File: src/rtl/iso_slot_pkg.sv
package iso_slot_pkg;

    localparam int ADDR_W     = 32;
    localparam int PAGE_SHIFT = 12;
    localparam int PFN_W      = ADDR_W - PAGE_SHIFT;
    localparam int LEN_W      = 12;
    localparam int SEL_W      = 3;
    localparam int PAGE_COUNT = 7;
    localparam int MAX_LEN    = 3072;

    typedef struct packed {
        logic               active;
        logic               buf_err;
        logic               babble;
        logic               xact_err;
        logic [LEN_W-1:0]   len;
        logic               ioc;
        logic [SEL_W-1:0]   pg;
        logic [PAGE_SHIFT-1:0] off;
    } slot_word_t;

    typedef struct packed {
        logic [LEN_W-1:0] bytes;
        logic             buf_err;
        logic             babble;
        logic             noresp;
    } xfer_result_t;

    typedef enum logic [1:0] {
        ST_IDLE,
        ST_REQ,
        ST_WAIT,
        ST_WB
    } eng_state_t;

    function automatic logic slot_legal(slot_word_t w, int pages);
        return (int'(w.pg) < pages) && (int'(w.len) <= MAX_LEN);
    endfunction

endpackage

File: src/rtl/iso_addr_gen.sv
module iso_addr_gen
    import iso_slot_pkg::*;
#(
    parameter int NUM_PAGES = PAGE_COUNT
) (
    input  logic [NUM_PAGES*ADDR_W-1:0] page_list,
    input  slot_word_t                  slot,
    output logic [ADDR_W-1:0]           addr
);

    logic [PFN_W-1:0] pfn [NUM_PAGES];
    logic [PFN_W-1:0] sel_pfn;

    for (genvar g = 0; g < NUM_PAGES; g++) begin : g_pfn
        assign pfn[g] = page_list[g*ADDR_W+PAGE_SHIFT +: PFN_W];
    end

    always_comb begin
        sel_pfn = '0;
        for (int i = 0; i < NUM_PAGES; i++) begin
            if (slot.pg == SEL_W'(i)) sel_pfn = pfn[i];
        end
        addr = {sel_pfn, slot.off};
    end

endmodule

File: src/rtl/iso_status_merge.sv
module iso_status_merge
    import iso_slot_pkg::*;
(
    input  slot_word_t   orig,
    input  logic         is_in,
    input  xfer_result_t res,
    output slot_word_t   upd
);

    always_comb begin
        upd          = orig;
        upd.active   = 1'b0;
        upd.buf_err  = orig.buf_err | res.buf_err;
        upd.babble   = orig.babble  | res.babble;
        upd.xact_err = orig.xact_err | (res.noresp & is_in);
        if (is_in) upd.len = res.bytes;
    end

endmodule

File: src/rtl/iso_irq_hold.sv
module iso_irq_hold (
    input  logic clk,
    input  logic rst,
    input  logic cmp_evt,
    input  logic tick,
    input  logic ack,
    output logic irq
);

    logic pend_q;
    logic irq_q;

    always_ff @(posedge clk) begin
        if (rst) begin
            pend_q <= 1'b0;
            irq_q  <= 1'b0;
        end else begin
            pend_q <= cmp_evt | (pend_q & ~tick);
            if (tick && pend_q)
                irq_q <= 1'b1;
            else if (ack)
                irq_q <= 1'b0;
        end
    end

    assign irq = irq_q;

    AST_IRQ_ON_TICK: assert property (@(posedge clk) disable iff (rst)
        $rose(irq) |-> $past(tick)) else $error("irq rose without tick");
    AST_IRQ_HELD: assert property (@(posedge clk) disable iff (rst)
        irq && !ack |=> irq) else $error("irq dropped without ack");

endmodule

File: src/rtl/iso_slot_engine.sv
module iso_slot_engine
    import iso_slot_pkg::*;
#(
    parameter int NUM_PAGES = PAGE_COUNT
) (
    input  logic                        clk,
    input  logic                        rst,
    input  logic                        sched_valid,
    output logic                        sched_ready,
    input  logic [31:0]                 sched_word,
    input  logic                        sched_is_in,
    input  logic [NUM_PAGES*ADDR_W-1:0] page_list,
    output logic                        req_valid,
    input  logic                        req_ready,
    output logic [ADDR_W-1:0]           req_addr,
    output logic [LEN_W-1:0]            req_len,
    output logic                        req_is_in,
    input  logic                        rsp_valid,
    output logic                        rsp_ready,
    input  logic [LEN_W-1:0]            rsp_bytes,
    input  logic                        rsp_buf_err,
    input  logic                        rsp_babble,
    input  logic                        rsp_noresp,
    output logic                        wb_valid,
    output logic [31:0]                 wb_word,
    output logic                        prog_err,
    input  logic                        thresh_tick,
    input  logic                        irq_ack,
    output logic                        irq
);

    eng_state_t   state_q;
    slot_word_t   cur_q;
    logic         cur_in_q;
    slot_word_t   wb_q;
    logic         perr_q;
    slot_word_t   offered;
    slot_word_t   rejected;
    slot_word_t   merged;
    xfer_result_t res;

    assign offered = slot_word_t'(sched_word);
    assign res     = '{bytes: rsp_bytes, buf_err: rsp_buf_err,
                       babble: rsp_babble, noresp: rsp_noresp};

    always_comb begin
        rejected        = offered;
        rejected.active = 1'b0;
    end

    iso_addr_gen #(.NUM_PAGES(NUM_PAGES)) u_addr (
        .page_list (page_list),
        .slot      (cur_q),
        .addr      (req_addr)
    );

    iso_status_merge u_merge (
        .orig  (cur_q),
        .is_in (cur_in_q),
        .res   (res),
        .upd   (merged)
    );

    always_ff @(posedge clk) begin
        if (rst) begin
            state_q  <= ST_IDLE;
            cur_q    <= '0;
            cur_in_q <= 1'b0;
            wb_q     <= '0;
            perr_q   <= 1'b0;
        end else begin
            perr_q <= 1'b0;
            unique case (state_q)
                ST_IDLE: begin
                    if (sched_valid && offered.active) begin
                        cur_q    <= offered;
                        cur_in_q <= sched_is_in;
                        if (slot_legal(offered, NUM_PAGES)) begin
                            state_q <= ST_REQ;
                        end else begin
                            wb_q    <= rejected;
                            perr_q  <= 1'b1;
                            state_q <= ST_WB;
                        end
                    end
                end
                ST_REQ:  if (req_ready) state_q <= ST_WAIT;
                ST_WAIT: begin
                    if (rsp_valid) begin
                        wb_q    <= merged;
                        state_q <= ST_WB;
                    end
                end
                ST_WB:   state_q <= ST_IDLE;
                default: state_q <= ST_IDLE;
            endcase
        end
    end

    assign sched_ready = (state_q == ST_IDLE);
    assign req_valid   = (state_q == ST_REQ);
    assign rsp_ready   = (state_q == ST_WAIT);
    assign req_len     = cur_q.len;
    assign req_is_in   = cur_in_q;
    assign wb_valid    = (state_q == ST_WB);
    assign wb_word     = wb_q;
    assign prog_err    = perr_q;

    iso_irq_hold u_irq (
        .clk     (clk),
        .rst     (rst),
        .cmp_evt (wb_valid & wb_q.ioc),
        .tick    (thresh_tick),
        .ack     (irq_ack),
        .irq     (irq)
    );

    AST_REQ_STABLE: assert property (@(posedge clk) disable iff (rst)
        req_valid && !req_ready |=> req_valid && $stable(req_addr) && $stable(req_len) && $stable(req_is_in))
        else $error("request changed before acceptance");
    AST_REQ_LEGAL: assert property (@(posedge clk) disable iff (rst)
        req_valid |-> (int'(req_len) <= MAX_LEN)) else $error("illegal length requested");
    AST_ERR_WITH_WB: assert property (@(posedge clk) disable iff (rst)
        prog_err |-> wb_valid && !req_valid) else $error("error pulse without write-back");
    AST_WB_DISARMED: assert property (@(posedge clk) disable iff (rst)
        wb_valid |-> !wb_word[31]) else $error("write-back left slot armed");
    AST_WB_SINGLE: assert property (@(posedge clk) disable iff (rst)
        wb_valid |=> !wb_valid) else $error("write-back longer than one cycle");
    AST_XERR_IN_ONLY: assert property (@(posedge clk) disable iff (rst)
        wb_valid && wb_word[28] && !cur_q.xact_err |-> cur_in_q)
        else $error("transaction error on OUT slot");
    AST_BUSY_NOT_READY: assert property (@(posedge clk) disable iff (rst)
        req_valid || rsp_ready || wb_valid |-> !sched_ready) else $error("ready while busy");

endmodule

File: config.mk
export PLATFORM = sky130hd
export DESIGN_NAME = iso_slot_engine
export DESIGN_NICKNAME = d
export VERILOG_FILES = /design/src/rtl/iso_slot_pkg.sv /design/src/rtl/iso_addr_gen.sv /design/src/rtl/iso_status_merge.sv /design/src/rtl/iso_irq_hold.sv /design/src/rtl/iso_slot_engine.sv
export SDC_FILE = /design/constraint.sdc
export NUM_CORES = 1
export LEC_CHECK = 0
export ABC_AREA = 1
export ABC_CLOCK_PERIOD_IN_PS = 1430
export BUFFER_PORTS_ARGS = -buffer_cell sky130_fd_sc_hd__buf_2
export CELL_PAD_IN_SITES_DETAIL_PLACEMENT = 0
export CELL_PAD_IN_SITES_GLOBAL_PLACEMENT = 1
export CORE_MARGIN = 2
export CORE_UTILIZATION = 22
export DETAILED_ROUTE_END_ITERATION = 12
export GPL_TIMING_DRIVEN = 1
export PLACE_DENSITY_LB_ADDON = 0.2
export SLEW_MARGIN = 15
export SYNTH_ARGS = -nofsm -noshare
export SYNTH_HDL_FRONTEND = slang
export SYNTH_SLANG_ARGS = --single-unit
export TNS_END_PERCENT = 30
File: constraint.sdc
create_clock -name clk -period 1.43 [get_ports clk]
set_input_delay 0.2145 -clock clk [delete_from_list [all_inputs] [get_ports clk]]
set_output_delay 0.2145 -clock clk [all_outputs]
set_load 0.03 [all_outputs]
==> results of run 1 <==
## flip-flops by register name, summed over array words and instances, names as in the netlist
signal and cells:
wb_word 31, cur_q 19, req_len 12, state_q 2, prog_err 1, req_is_in 1
u_irq.irq 1, u_irq.pend_q 1
## layout by cell type, fill, tap and decap left out, types with 4 or more instances in the layout
master | synthesis | layout
o21ai_1 | 0 | 4
o211ai_1 | 12 | 12
buf_12 | 0 | 11
nand2_2 | 1 | 10
nand3_2 | 1 | 16
a21oi_2 | 1 | 14
buf_4 | 26 | 21
inv_1 | 52 | 48
nor3_4 | 0 | 5
buf_6 | 2 | 33
nand2_1 | 186 | 177
nand3_1 | 41 | 26
nand4_1 | 40 | 40
a21oi_1 | 71 | 57
buf_2 | 22 | 253
o21ai_0 | 65 | 61
clkbuf_16 | 0 | 10
nor2_1 | 54 | 53
dfxtp_1 | 68 | 63
## Yosys cell counts (all sizes together), types with 2 or more instances
cell type | n | area, sq um
a21oi | 72 | 364
nand3 | 42 | 215
ha | 4 | 50.1
dfxtp | 68 | 1360
o21ai | 66 | 334
nor3 | 5 | 25.0
nand2 | 187 | 704
inv | 55 | 206
buf | 53 | 339
o211ai | 12 | 90.1
nand4 | 40 | 250
clkinv | 2 | 7.51
clkbuf | 21 | 78.8
nor2 | 54 | 203
## worst max-delay path, delay by kind of cell, from the launching register on
kind / cells / cell delay [ns]
simple gates: 3 / 0.32
buf+inv: 5 / 0.62
flops: 1 / 0.39
## power by group through the flow
stage | registers, mW | logic, mW | clock network, mW
floorplan | 3.82 | 4.39 | 0
global placement | 2.93 | 7.59 | 0
detailed placement | 2.94 | 7.54 | 0
CTS | 2.92 | 8.07 | 2.31
global route | 3.00 | 9.05 | 2.38
finish | 2.92 | 8.29 | 2.22
## path summary, 6_finish.rpt
check	from	to	slack (ns)	cells after the start
worst max register to register	state_q[1]	wb_word[12]	-0.02	9
worst min register to register	cur_q[29]	cur_q[29]	0.45	2
worst min-delay path	rst	state_q[0]	0.12	2
worst max-delay path	cur_q[14]	req_addr[13]	-0.44	8
## layer usage
| metal | share of wire (%) | vias to the layer above | GRT usage (%) | routed length (um) |
|---|---|---|---|---|
| met2 | 50 | 187 | 27.3 | 8760 |
| met4 | 1.3 | 0 | 4.38 | 229 |
| li1 | - | 2758 | - | - |
| met3 | 7.8 | 10 | 4.33 | 1370 |
| met5 | 0 | - | 0 | 0 |
| met1 | 41 | 2427 | 18.7 | 7150 |
## layout make-up
type	instances	share of cell area, %
multi-input cells	486	36.8
diodes	3	0.110
clock inverters	2	0.514
inverters	57	3.43
repair buffers	321	30.4
clock buffers	12	3.76
flip-flops and latches	68	20.2
well taps	260	4.78
## cell families after synthesis
family	count (synthesis)	share of synthesized area (%)
AO/OA/AOI/OAI	153	19.1
adder cells (fa/ha/maj)	4	1.18
buffers and inverters	131	14.8
flip-flops	68	32.0
other	1	0.0881
AND/OR/NAND/NOR	328	32.8
## what timing repair did
item                                    in CTS  in global routing
pin swaps                                    8                 13
setup buffers                                0                  2
hold buffers                                 0                  0
endpoints found under the setup margin      55                 69
resized for setup                           68                 59
gates cloned                                 0                  2
==> flow_summary.toml, run 1 <==
[run_status]
outcome = "finished with violations"
failed_checks = "negative setup slack"

[clocking]
cts-root-buf = "clkbuf_16"
clock_latency_ns = 0.33
htreeDepth = 3
cts.sinks = 68
cts_buffers = 9
clk_pin_slew_worst_paths_ns = 0.05
cts_tree = "yes"
clockBufferDepth = 2

[placed_design]
pre_cts_ws_ns = -0.244
port-buffer-count = 276
placed_cells = 1188
place_hpwl_um = 13200
routabilityCongestion = 0.808
placed_area_sq_um = 6050

[logic_synthesis]
ys_ff_latch = 68
synth_area_sq_um = 4260
synth_flop_cell = "dfxtp_1"
synth_edf_count = 0
synth_area_per_cell_sq_um = 6.22
yosysWarnings = 0
synthDistinctLibCells = 26
ys_seq_area_share_pct = 32.0
synthCells = 685
async_flop_share_pct = 0
syn_nets = 968

[hold_path]
hold_path_class = "primary input to register"

[pwr]
power_mw = 13.4
pwr-share-clk_pct = 16.5
peakVddDrop_mv = 0.988
p_int_mw = 7.11
power_switching_mw = 6.32
powerDensity_nw_per_um2 = 1970
p_leak_nw = 3.28
sw_frac_of_total_pct = 47.1
p_seq_share_pct = 21.7
p_comb_share_pct = 61.7

[detailed_routing]
drc = 0
drt_iter0_drc = 178
firstDrtPassIters = 4
routed_wl_um = 17500
wl_per_cell_um = 14.5
drt-vias-per-instance = 4.45
vias = 5382
detail-route-antenna-nets = 0

[sta]
hold_viol = 0
finalSetupTns_ns = -8.04
hold_ws_ns = 0.117
worst_slack_ns = -0.441
setup_viol = 28
min_period_over_period_pct = 131
slew_violations = 0
layout_min_cycle_time_ns = 1.87
rsz0062_at_grt = "yes"
clock_skew_ns = 0.00859
fmax_mhz = 535

[grt]
grt_pass1_wl_um = 25200
grt_pass1_vias = 4782
track_usage_pct = 15.6
antenna_found_initial = 2
overflow = 0
grt_max_degree = 42

[setup_path]
cp.arrival_ns = 1.66
critPathRequiredTime_ns = 1.22
crit_chain = "inv_8 -> buf_12 -> nor3_4 -> buf_4 -> buf_6 -> nand2_1 -> nand4_1 -> buf_6"
path_class = "register to output pin"
critPathCaptureType = "output pin"
crit_path_max_fanout = 8
cp_common_cell = "buf_6"
slowest_delay_ns = 0.39
crit_slowest_cell = "dfxtp_4"
start_kind = "register"

[final_layout]
multi_input_area_sq_um = 2510
final_core_util_pct = 36.2
nets = 1226
fillers = 2111
seqCellArea_sq_um = 1380
syn_to_final_growth_pct = 60.0
final_area_sq_um = 6810
drive_above_1_share_pct = 42.2
final_cell_count_no_fill = 1209

[die]
fp-row-count = 50
io_pins = 362
die_w_um = 143
initial_core_util_pct = 22.6
core_area_sq_um = 18800
die_area_sq_um = 20500
die_h_um = 143

[job]
maxCapViolCount = 0
Power figures use the tool's default switching activity.
==> run 2: changes to the inputs <==
--- a/config.mk
+++ b/config.mk
@@ -6,13 +6,14 @@
 export NUM_CORES = 1
 export LEC_CHECK = 0
 export ABC_AREA = 1
-export ABC_CLOCK_PERIOD_IN_PS = 1430
+export ABC_CLOCK_PERIOD_IN_PS = 2330
 export BUFFER_PORTS_ARGS = -buffer_cell sky130_fd_sc_hd__buf_2
 export CELL_PAD_IN_SITES_DETAIL_PLACEMENT = 0
 export CELL_PAD_IN_SITES_GLOBAL_PLACEMENT = 1
-export CORE_MARGIN = 2
-export CORE_UTILIZATION = 22
+export CORE_AREA = 2 2 139 141
+export CTS_CLUSTER_SIZE = 12
 export DETAILED_ROUTE_END_ITERATION = 12
+export DIE_AREA = 0 0 141 143
 export GPL_TIMING_DRIVEN = 1
 export PLACE_DENSITY_LB_ADDON = 0.2
 export SLEW_MARGIN = 15
==> constraint.sdc (replaced) <==
create_clock -name clk -period 2.33 [get_ports clk]
set_input_delay 0.3495 -clock clk [delete_from_list [all_inputs] [get_ports clk]]
set_output_delay 0.3495 -clock clk [all_outputs]
set_load 0.03 [all_outputs]
==> run 2 against run 1 <==
Effect of this change: highest routed layer unchanged; largest cell class unchanged; critical path depth increased by 1; clock power down 37%; worst hold slack improved by 0.15 ns; the run now ends clean; final cell count down 4.1%; first-iteration DRC count shrank 15%.
==> flow_summary.toml, run 2 (synthesis gave the netlist of run 1 again) <==
[final_layout]
multi_input_area_sq_um = 2290
final_core_util_pct = 32.7
largest_reg_flops = 31
fillers = 2176
antenna_cells = 0
drive_above_1_share_pct = 35.7
nets = 1203
final_common_cell = "buf_2"
syn_to_final_growth_pct = 42.8
final_cell_mix = "276 x buf_2, 186 x nand2_1, 71 x a21oi_1"
seqCellArea_sq_um = 1360
final_area_sq_um = 6080

[die]
die_h_um = 143
initial_core_util_pct = 22.9
fp-row-count = 50
core_area_sq_um = 18600
die_area_sq_um = 20200
die_w_um = 141
io_pins = 362

[setup_path]
r2r_start = "state_q[0]"
crit_slowest_cell = "dfxtp_1"
crit_path_max_fanout = 15
cp.arrival_ns = 1.83
critPathCaptureType = "output pin"
crit_family = "buffers and inverters"
slowest_delay_ns = 0.42
path_buf_inv = 4
critPathRequiredTime_ns = 1.98
crit_start = "cur_q[12]"
start_kind = "register"
cp_common_cell = "nand3_1"
crit_chain = "inv_4 -> nand3_1 -> inv_1 -> buf_4 -> nand2_1 -> nand3_1 -> a21oi_1 -> nand4_1 -> buf_2"
path_class = "register to output pin"

[grt]
track_usage_pct = 15.8
grt_pass1_wl_um = 25300
overflow = 0
grt_pass1_vias = 4750
grt_max_degree = 66
antenna_found_initial = 0

[placed_design]
place_hpwl_um = 12700
port-buffer-count = 276
routabilityCongestion = 0.806
placed_area_sq_um = 5750
pre_cts_ws_ns = 0.327

[pwr]
pwr-share-clk_pct = 18.7
powerDensity_nw_per_um2 = 1230
sw_frac_of_total_pct = 49.2
p_leak_nw = 3.01
p_comb_share_pct = 57.4
power_switching_mw = 3.68
p_int_mw = 3.79
peakVddDrop_mv = 0.750
p_seq_share_pct = 23.9

[detailed_routing]
detail-route-antenna-nets = 0
wl_per_cell_um = 14.5
drt-vias-per-instance = 4.42
firstDrtPassIters = 6
routed_wl_um = 16800
vias = 5122
drc = 0
drt_iter0_drc = 151

[sta]
fmax_mhz = 458
layout_min_cycle_time_ns = 2.18
slew_violations = 0
finalSetupTns_ns = 0
setup_viol = 0
min_period_over_period_pct = 93.7
hold_viol = 0
worst_slack_ns = 0.147
rsz0062_at_grt = "no"
clock_skew_ns = 0.00485

[hold_path]
hold_path_class = "primary input to register"
worstHoldStart = "rst"

[clocking]
cts_buffers = 9
htreeDepth = 3
clk_pin_slew_worst_paths_ns = 0.05
cts-root-buf = "clkbuf_16"
cts_tree = "yes"
cts.sinks = 68
clock_latency_ns = 0.33
clockBufferDepth = 2

[job]
maxCapViolCount = 0

[run_status]
outcome = "finished clean"
[run 2: cell count changes in the layout (fill, tap and decap cells not counted), sizes merged]
cell	before	now
clkinvlp	0	2
buf	320	298
diode	3	0
clkinv	2	3
clkbuf	13	12
inv	56	55
[run 2: cell type report]
type / instances / share of cell area [%]
Clock buffer: 12 / 4.22
Tap cell: 234 / 4.82
Timing Repair Buffer: 298 / 26.4
Clock inverter: 4 / 0.782
Sequential cell: 68 / 22.4
Inverter: 57 / 3.62
Multi-Input combinational cell: 486 / 37.8
[run 2: worst paths after layout]
| kind | end | slack [ns] | depth (start not counted) |
|---|---|---|---|
| max | req_addr[25] | 0.15 | 9 |
| min reg2reg | cur_q[29] | 0.45 | 2 |
| min | u_irq.irq | 0.27 | 2 |
| max reg2reg | wb_word[21] | 0.51 | 9 |
[run 2: metrics by stage]
stage | total power [mW] | cells | hold slack (ns)
final | 7.47 | 1159 | 0.265
after global routing | 8.11 | 1159 | 0.268
after CTS | 7.60 | 1159 | 0.252
after detailed placement | 6.14 | 1142 | 0.440
after global placement | 6.14 | 1142 | 0.438
after floorplan | 4.96 | 685 | 0.419
[run 2: power groups by stage]
stage / logic [mW] / clock network, mW / registers, mW
floorplan: 2.63 / 0 / 2.33
global placement: 4.35 / 0 / 1.80
detailed placement: 4.33 / 0 / 1.81
CTS: 4.36 / 1.45 / 1.79
global route: 4.77 / 1.51 / 1.84
finish: 4.29 / 1.39 / 1.78
[run 2: layer usage]
layer	GRT usage [%]	up-vias	wire, um
met3	3.96	13	1170
li1	-	2706	-
met5	0	-	0
met4	3.63	0	170
met2	27.3	167	8190
met1	19.9	2236	7260
[run 2: timing repair]
action | in CTS | in global routing
buffers inserted | 1 | 0
gates resized for setup | 1 | 5
hold buffers | 0 | 0
hold endpoints to repair | 0 | 0
setup endpoints to repair | 3 | 7
[run 2: worst reg2reg max path: stages, from the launching register on]
cell and delay, ns:
dfxtp_1 0.41, inv_1 0.09, ha_1 0.30, nand2_1 0.12
o21ai_2 0.07, a21oi_2 0.19, buf_4 0.30, nand3_1 0.12
nand2_1 0.08, nor2_1 0.04
==> run 3: changes to the inputs <==
--- a/config.mk
+++ b/config.mk
@@ -5,15 +5,15 @@
 export SDC_FILE = /design/constraint.sdc
 export NUM_CORES = 1
 export LEC_CHECK = 0
-export ABC_AREA = 1
+export ABC_AREA = 0
 export ABC_CLOCK_PERIOD_IN_PS = 2330
 export BUFFER_PORTS_ARGS = -buffer_cell sky130_fd_sc_hd__buf_2
 export CELL_PAD_IN_SITES_DETAIL_PLACEMENT = 0
 export CELL_PAD_IN_SITES_GLOBAL_PLACEMENT = 1
-export CORE_AREA = 2 2 139 141
+export CORE_AREA = 2 2 142 144
 export CTS_CLUSTER_SIZE = 12
 export DETAILED_ROUTE_END_ITERATION = 12
-export DIE_AREA = 0 0 141 143
+export DIE_AREA = 0 0 144 146
 export GPL_TIMING_DRIVEN = 1
 export PLACE_DENSITY_LB_ADDON = 0.2
 export SLEW_MARGIN = 15
==> run 3 against run 2 <==
Effect of this change: first-iteration DRC count increased by 40%; via count decreased by 2.6%; register-to-register slack got worse by 0.08 ns; synthesized area increased by 6.3%; utilization increased by 0.14 points; critical path type unchanged; final area increased by 4.5%; critical endpoint is now req_addr[29]; clock power increased by 4%; routed wire length increased by 9.6%; highest routed layer is now met5; sequential share of layout area decreased by 0.87 points.
==> flow_summary.toml, run 3 <==
[logic_synthesis]
ys_ff_latch = 68
synthDistinctLibCells = 38
synthCells = 557
synth_area_sq_um = 4530
async_flop_share_pct = 0
synth.most_common_cell = "nand2_1"
synth_edf_count = 0
yosys-top-cells-area = "dfxtp_1 30%, mux2i_1 13%, nand2_1 12%, mux2_2 5.0%, buf_4 4.6%"
netlist.area_leader.share_pct = 30.1
synth_area_per_cell_sq_um = 8.13
yosysWarnings = 0
ys_seq_area_share_pct = 30.1
syn_nets = 840
synthTopCellsByCount = "149 x nand2_1, 68 x dfxtp_1, 61 x mux2i_1, 36 x a21oi_1, 28 x buf_4"
yosysTopAreaCell = "dfxtp_1"
synth_flop_cell = "dfxtp_1"

[sta]
clock_skew_ns = 0.00546
fmax_mhz = 445
hold_viol = 0
setup_viol = 0
slew_violations = 0
layout_min_cycle_time_ns = 2.25
min_period_over_period_pct = 96.5
relSlewSlack_pct = 60.6
max_slew.worst_pin.slew_ns = 0.588
hold_ws_ns = 0.263
rsz0062_at_grt = "yes"

[grt]
overflow = 0
antenna_found_initial = 4
grt_max_degree = 43
track_usage_pct = 16.5
grt_pass1_wl_um = 27100
grt_pass1_vias = 4917

[die]
fp-row-count = 51
die_w_um = 144
io_pins = 362
die_h_um = 146
die_area_sq_um = 21000
core_area_sq_um = 19300
initial_core_util_pct = 23.4

[detailed_routing]
wl_per_cell_um = 17.2
drt_iter0_drc = 211
drt-vias-per-instance = 4.68
dr_wl_met2_um = 8900
highest_layer = "met5"
firstDrtPassIters = 6
wl_met3_um = 1830
routed_wl_um = 18400
detail-route-antenna-nets = 0
vias = 4991
drc = 0
wl_met1_um = 7380

[hold_path]
hold_path_class = "primary input to register"

[pwr]
p_leak_nw = 3.09
peakVddDrop_mv = 0.489
powerDensity_nw_per_um2 = 1010

[final_layout]
final_core_util_pct = 32.9
drive_above_1_share_pct = 43.9
largest_reg_flops = 31
final_area_sq_um = 6350
final_cell_mix = "276 x buf_2, 149 x nand2_1, 66 x dfxtp_1"
nets = 1080
antenna_cells = 0
final_common_cell = "buf_2"
syn_to_final_growth_pct = 40.3

[setup_path]
crit_family = "multiplexers"
cp_common_cell = "mux2_2"
crit_path_max_fanout = 12
crit_slowest_cell = "dfxtp_4"
critPathRequiredTime_ns = 1.98
path_class = "register to output pin"
cp.arrival_ns = 1.90
start_kind = "register"
ff2ff_setup_slack_ns = 0.43
slowest_delay_ns = 0.39
path_buf_inv = 2
critPathCaptureType = "output pin"
crit_chain = "buf_12 -> mux2_2 -> a22oi_1 -> o22ai_1 -> mux2_2 -> buf_2"

[clocking]
clockBufferDepth = 2
cts-root-buf = "clkbuf_16"
htreeDepth = 3
clk_pin_slew_worst_paths_ns = 0.06
cts.sinks = 68
cts_tree = "yes"
cts_buffers = 9
clock_latency_ns = 0.33

[placed_design]
placed_area_sq_um = 5950
port-buffer-count = 276
place_hpwl_um = 13900
routabilityCongestion = 0.776

[run_status]
outcome = "finished clean"

[job]
maxCapViolCount = 0
==> run 3: final timing paths <==
check	endpoint	start	cells past startpoint
max	req_addr[29]	cur_q[13]	6
min	cur_q[29]	sched_word[29]	3
max reg2reg	wb_word[3]	state_q[1]	7
min reg2reg	cur_q[15]	cur_q[15]	2
==> run 3: area by class of cell <==
class / count / area (sq um)
inverter: 6 / 22.5
sequential: 68 / 1370
fill: 2093 / 13000
tap: 265 / 332
clock inverter: 5 / 58.8
timing repair buffer: 300 / 1640
clock buffer: 11 / 253
multi-input combinational: 412 / 2680
==> run 3: logic make-up after synthesis <==
family	synth area share, %
AND/OR/NAND/NOR	17.0
AO/OA/AOI/OAI	21.8
multiplexers	18.5
buffers and inverters	11.6
flip-flops	30.1
adder cells (fa/ha/maj)	1.11
other	0.0828
==> run 3: tightest hold or removal path, cell delays in order <==
cell and delay (ns):
buf_2 0.10, nand2_1 0.05, a21oi_1 0.05
==> run 3: where the power goes <==
part | leakage, nW | switching (mW) | internal, mW
Sequential | 0.556 | 0.179 | 1.46
Clock | 0.148 | 0.553 | 0.890
Combinational | 2.39 | 2.09 | 1.23
Total | 3.09 | 2.82 | 3.58
==> run 3: metrics by stage <==
step | power, mW | worst slack (ns) | std cells | TNS, ns
after floorplan | 4.02 | 0.395 | 557 | 0
after global placement | 4.93 | 0.214 | 1045 | 0
after detailed placement | 4.97 | 0.207 | 1045 | 0
after CTS | 6.47 | 0.000643 | 1066 | 0
after global routing | 6.78 | -0.0186 | 1067 | -0.0186
final | 6.40 | 0.0823 | 1067 | 0
==> run 3: metal layers <==
layer | vias up | track usage (%)
met5 | - | 0
met4 | 8 | 3.43
met3 | 26 | 5.96
met2 | 216 | 29.8
met1 | 2311 | 18.5
li1 | 2430 | -
==> run 3: repair_timing <==
action                     in CTS  in global routing
setup endpoints to repair      20                 20
pin swaps                       0                  2
setup buffers                   4                  1
gates cloned                    1                  0
gates resized for setup         4                  9
hold buffers                    0                  0
